### src/rtl/cnp_rate_pkg.sv
package cnp_rate_pkg;

  // Strobes from the control half to the datapath half
  typedef struct packed {
    logic cut;    // apply the multiplicative decrease and alpha rise
    logic raise;  // apply the additive increase and alpha decay
  } rate_ctl_t;

  // Gain select to right-shift amount: 2 -> 1/2, 1 -> 1/4, 0 and 3 -> 1/8
  function automatic logic [2:0] gainShift(input logic [1:0] sel);
    case (sel)
      2'd1:    gainShift = 3'd2;
      2'd2:    gainShift = 3'd1;
      default: gainShift = 3'd3;
    endcase
  endfunction

endpackage

### src/rtl/cnp_rate_ctrl_ctl.sv
module cnp_rate_ctrl_ctl
  import cnp_rate_pkg::*;
(
  input  logic      clk,
  input  logic      rst_n,
  input  logic      cnpIn,
  input  logic      tickIn,
  output rate_ctl_t ctl
);

  logic seenQ;  // a notification arrived since the last accepted tick

  always_comb begin
    ctl.cut   = cnpIn;
    ctl.raise = tickIn && !cnpIn && !seenQ;
  end

  always_ff @(posedge clk) begin
    if (!rst_n)      seenQ <= 1'b0;
    else if (cnpIn)  seenQ <= 1'b1;
    else if (tickIn) seenQ <= 1'b0;
  end

endmodule

### src/rtl/cnp_rate_ctrl_dp.sv
module cnp_rate_ctrl_dp
  import cnp_rate_pkg::*;
#(
  parameter int RATE_W  = 32,
  parameter int ALPHA_W = 16
) (
  input  logic               clk,
  input  logic               rst_n,
  input  rate_ctl_t          ctl,
  input  logic [1:0]         gainSel,
  input  logic [RATE_W-1:0]  raiStep,
  input  logic [RATE_W-1:0]  lineRate,
  input  logic [RATE_W-1:0]  minRate,
  output logic [RATE_W-1:0]  rateOut,
  output logic [ALPHA_W-1:0] alphaOut
);

  localparam int PROD_W = RATE_W + ALPHA_W;
  localparam logic [ALPHA_W-1:0] ALPHA_ONE = '1;

  logic [RATE_W-1:0]  rateQ;
  logic [ALPHA_W-1:0] alphaQ;

  logic [2:0]         shiftAmt;
  logic [PROD_W-1:0]  prod;
  logic [RATE_W-1:0]  cutAmt, cutRate, cutClamped;
  logic [RATE_W:0]    sumRate;
  logic [RATE_W-1:0]  raisedRate;
  logic [ALPHA_W-1:0] alphaKeep;
  logic [ALPHA_W:0]   alphaSum;
  logic [ALPHA_W-1:0] alphaRise;

  always_comb begin
    shiftAmt   = gainShift(gainSel);
    // multiplicative decrease by alpha/2
    prod       = {{ALPHA_W{1'b0}}, rateQ} * {{RATE_W{1'b0}}, alphaQ};
    cutAmt     = RATE_W'(prod >> (ALPHA_W + 1));
    cutRate    = rateQ - cutAmt;
    cutClamped = (cutRate < minRate) ? minRate : cutRate;
    // additive increase, saturating at line rate
    sumRate    = {1'b0, rateQ} + {1'b0, raiStep};
    raisedRate = (sumRate > {1'b0, lineRate}) ? lineRate : sumRate[RATE_W-1:0];
    // alpha EWMA with power-of-two gain
    alphaKeep  = alphaQ - (alphaQ >> shiftAmt);
    alphaSum   = {1'b0, alphaKeep} + {1'b0, (ALPHA_ONE >> shiftAmt)};
    alphaRise  = alphaSum[ALPHA_W] ? ALPHA_ONE : alphaSum[ALPHA_W-1:0];
  end

  always_ff @(posedge clk) begin
    if (!rst_n) begin
      rateQ  <= lineRate;
      alphaQ <= ALPHA_ONE;
    end else if (ctl.cut) begin
      rateQ  <= cutClamped;
      alphaQ <= alphaRise;
    end else if (ctl.raise) begin
      rateQ  <= raisedRate;
      alphaQ <= alphaKeep;
    end
  end

  assign rateOut  = rateQ;
  assign alphaOut = alphaQ;

endmodule

### src/rtl/cnp_rate_ctrl.sv
module cnp_rate_ctrl
  import cnp_rate_pkg::*;
#(
  parameter int RATE_W  = 32,
  parameter int ALPHA_W = 16
) (
  input  logic               clk,
  input  logic               rst_n,
  input  logic               cnpIn,
  input  logic               tickIn,
  input  logic [1:0]         gainSel,
  input  logic [RATE_W-1:0]  raiStep,
  input  logic [RATE_W-1:0]  lineRate,
  input  logic [RATE_W-1:0]  minRate,
  output logic [RATE_W-1:0]  rateOut,
  output logic [ALPHA_W-1:0] alphaOut
);

  rate_ctl_t ctl;

  cnp_rate_ctrl_ctl u_ctl (
    .clk    (clk),
    .rst_n  (rst_n),
    .cnpIn  (cnpIn),
    .tickIn (tickIn),
    .ctl    (ctl)
  );

  cnp_rate_ctrl_dp #(.RATE_W(RATE_W), .ALPHA_W(ALPHA_W)) u_dp (
    .clk      (clk),
    .rst_n    (rst_n),
    .ctl      (ctl),
    .gainSel  (gainSel),
    .raiStep  (raiStep),
    .lineRate (lineRate),
    .minRate  (minRate),
    .rateOut  (rateOut),
    .alphaOut (alphaOut)
  );

endmodule

### config.mk
export PLATFORM = sky130hd
export DESIGN_NAME = cnp_rate_ctrl
export DESIGN_NICKNAME = d
export VERILOG_FILES = /design/src/rtl/cnp_rate_pkg.sv /design/src/rtl/cnp_rate_ctrl_ctl.sv /design/src/rtl/cnp_rate_ctrl_dp.sv /design/src/rtl/cnp_rate_ctrl.sv
export SDC_FILE = /design/constraint.sdc
export NUM_CORES = 2
export LEC_CHECK = 0
export ABC_CLOCK_PERIOD_IN_PS = 29100
export CAP_MARGIN = 20
export CORE_UTILIZATION = 35
export CTS_CLUSTER_DIAMETER = 50
export CTS_CLUSTER_SIZE = 30
export DETAILED_ROUTE_END_ITERATION = 10
export DONT_BUFFER_PORTS = 1
export PLACE_DENSITY = 0.46
export SLEW_MARGIN = 40
export SYNTH_ARGS = -nofsm -noshare
export SYNTH_HDL_FRONTEND = slang
export SYNTH_SLANG_ARGS = --single-unit
### constraint.sdc
create_clock -name clk -period 29.1 [get_ports clk]
set_clock_uncertainty 0.1 [all_clocks]
set_input_delay 2.91 -clock clk [delete_from_list [all_inputs] [get_ports clk]]
set_output_delay 2.91 -clock clk [all_outputs]
set_load 0.02 [all_outputs]
==> summary.txt <==
Timing
  – Tmin final: 12.07 ns
  – RSZ-0062 raised after global routing: false
  – Setup_tns: 0 ns
  – Rel. slew slack: 51.3%
  – Tightest Pin Transition: 0.722 ns
  – Final hold violations: 0
  – Setup ws final: 17.03 ns
  – Fin crit share: 41.5%
  – Final Max Tran Viols: 0
  – Fmax: 82.8 MHz
  – Hold Worst Slack: 0.391 ns
  – Endpoints failing setup: 0

Final layout
  – FILL cells: 7,361
  – Area grow syn2layout: 5.21%
  – Final non-filler cell area: 26,000 um^2
  – Layout cell share with drive strength beyond 1: 4.00%
  – Commonest non-fill, non-tap cell in the layout: inv_1
  – NumNets Final: 3,712
  – Most frequent cells in the layout: inv_1 (604), fa_1 (420), nand2_1 (403)

Floorplanning
  – Rows: 97
  – Initial Util: 35.4%
  – DIE WIDTH: 268 um
  – Core ar.: 69,900 um^2
  – Num ports: 150
  – Total Die Area: 71,700 um^2
  – Die Span Y: 268 um

Clock tree
  – CTS clk-pin slew, worst paths: 0.07 ns
  – CTS Buf Count: 5
  – Worst skew pair latency: 0.31 ns
  – Clock sink count: 49
  – CTS max path bufs: 2
  – CTS Hold Bufs: 0
  – Cts repair resizes: 0
  – Post-CTS setup buffers: 0
  – H-tree levels: 2
  – CTS tree: yes
  – Root Buffer: clkbuf_16

Synth
  – Sequential fraction of the synthesis area: 5.26%
  – Mapped Area: 24,700 um^2
  – Synth area leader: fa_1
  – Asr flop ratio synth: 0%
  – Synthesized instance count: 3,004
  – Top_reg_cell synth: edfxtp_1
  – EDFF count, synth: 32
  – Ys Warns: 0
  – Yosys cell types: 84
  – Largest cells by area after synthesis: fa_1 (34%), ha_1 (13%), inv_1 (9.2%)
  – Mean Syn Cell Area: 8.23 um^2
  – Synth top area share: 34.0%
  – FF+latch count, synth: 49
  – Net Count, Synth: 3,790

Worst setup path
  – Crit path capture type: flop
  – Top delay family on crit path: adder cells
  – Worst Path Buf+Inv: 5
  – Worst reg2reg path startpoint: u_dp.alphaOut[1]$_SDFFE_PN1P_
  – Worst reg-to-reg path cell count: 43
  – CP peak stage delay: 0.78 ns
  – R2R Path End: u_dp.rateOut[2]$_DFFE_PP_
  – Worst reg2reg setup slack: 17.03 ns
  – Critical Path AT: 12.02 ns
  – Critical Path Slowest Stage Cell: dfxtp_2
  – Crit path required time: 29.04 ns
  – Max Fanout on Critical Path: 49
  – Worst setup path class: flop to flop
  – Type of origin of the critical path: flop

Global route
  – Gr usage total: 22.8%
  – Antenna violations before repair: 1
  – Number of global-route vias before repair: 21,903
  – Grt total ovfl: 0
  – Global-route wire length before repair: 126,000 um
  – Largest net degree at the start of global routing: 50

Detailed routing
  – Drt pass-1 iters: 5
  – Final WL: 78,800 um
  – Post-detailed-route wirelength per cell: 20.4 um
  – Drt via density: 5.26
  – Post-DRT Antenna Nets: 0
  – # DRC: 0
  – Via count: 20,344
  – Starting DRC count in detailed routing: 935

Place
  – Post-DP HPWL: 62,600 um
  – Cell area after placement: 25,800 um^2
  – Buffers on Ports: 0
  – Worst slack, placed: 17.17 ns
  – Final GP Congestion: 0.904

Run
  – Maxcap violations: 0

Min path
  – HP Start: u_dp.alphaOut[4]$_SDFFE_PN1P_
  – Worst hold path cell count: 2
  – Min-delay worst type: flop to flop
  – Worst hold endpoint: u_dp.alphaOut[4]$_SDFFE_PN1P_

Status
  – Status: finished clean
-- routing by layer --
layer | global-route usage, % | wire [um]
met4 | 4.80 | 1520
met2 | 42.4 | 41400
met1 | 27.9 | 32400
met3 | 2.64 | 3390
met5 | 0 | 7
-- registers in the layout (all words and copies together), names as in the netlist --
| name | count |
|---|---|
| u_ctl.seenQ | 1 |
| u_dp.rateOut | 32 |
| u_dp.alphaOut | 16 |
-- worst register-to-register path, delay by kind of cell (launching register included) --
kind | cells | cell delay [ns]
adder cells (fa/ha/maj) | 9 | 3.81
AO/OA/AOI/OAI | 15 | 3.30
AND/OR/NAND/NOR | 11 | 2.09
buffers and inverters | 5 | 1.00
flip-flops | 1 | 0.78
multiplexers | 1 | 0.42
XOR/XNOR | 2 | 0.29
-- cells in the mapped netlist, types with 9 or more instances --
master    count
o21a_1       25
nand3_1      24
o21ai_0      83
a31oi_1       9
o211ai_1     14
o22ai_1      29
dfxtp_1      17
nor2b_1      22
mux2i_1      26
and3_1       16
nand2_1     406
nand2b_1     15
a211o_1      14
xor2_1       35
clkbuf_1    129
a21oi_1     133
a21o_1       72
ha_1        264
fa_1        420
xnor2_1      62
edfxtp_1     32
nor2_1      119
a211oi_1     32
inv_1       604
and2_1      187
nand4_1      24
o21bai_1     14
nor3_1       30
-- worst max-delay path by stage --
| stage | startpoint | endpoint | slack (ns) | depth (start not counted) |
|---|---|---|---|---|
| after floorplan | u_dp.alphaOut[9]$_SDFFE_PN1P_ | u_dp.rateOut[21]$_DFFE_PP_ | 18.41 | 49 |
| after global placement | u_dp.alphaOut[9]$_SDFFE_PN1P_ | u_dp.rateOut[28]$_DFFE_PP_ | 17.30 | 45 |
| after detailed placement | u_dp.alphaOut[1]$_SDFFE_PN1P_ | u_dp.rateOut[28]$_DFFE_PP_ | 17.17 | 44 |
| after CTS | u_dp.rateOut[4]$_DFFE_PP_ | u_dp.rateOut[28]$_DFFE_PP_ | 17.10 | 45 |
| after global routing | u_dp.rateOut[6]$_DFFE_PP_ | u_dp.rateOut[28]$_DFFE_PP_ | 16.26 | 45 |
| final | u_dp.alphaOut[1]$_SDFFE_PN1P_ | u_dp.rateOut[2]$_DFFE_PP_ | 17.03 | 43 |
-- cell families (layout without fill, tap and decap cells) --
kind of cell	count (synthesis)	after routing	share of synthesized area (%)
multiplexers	33	33	1.37
AND/OR/NAND/NOR	891	891	17.3
adder cells (fa/ha/maj)	684	684	47.4
XOR/XNOR	97	97	3.44
AO/OA/AOI/OAI	511	511	14.0
flip-flops	49	49	5.26
other	0	2	0
buffers and inverters	739	662	11.3
-- cell type report --
cell class | count | area [um^2] | share of cell area (%)
inverter | 604 | 2270 | 8.72
sequential | 49 | 1320 | 5.08
antenna | 2 | 5.00 | 0.0192
tap | 940 | 1180 | 4.52
timing repair buffer | 50 | 387 | 1.49
clock buffer | 7 | 164 | 0.630
clock inverter | 1 | 6.26 | 0.0241
multi-input combinational | 2216 | 20700 | 79.5
-- per-stage QoR --
stage | utilization (%) | instances
after floorplan | - | 3004
after global placement | 36.9 | 3856
after detailed placement | 36.9 | 3859
after CTS | 37.2 | 3867
after global routing | 37.2 | 3867
final | 37.2 | 3869
Power is left out: the tool's default activity adds up to more than one toggle a clock period on the data nets, which glitch-free logic cannot reach.
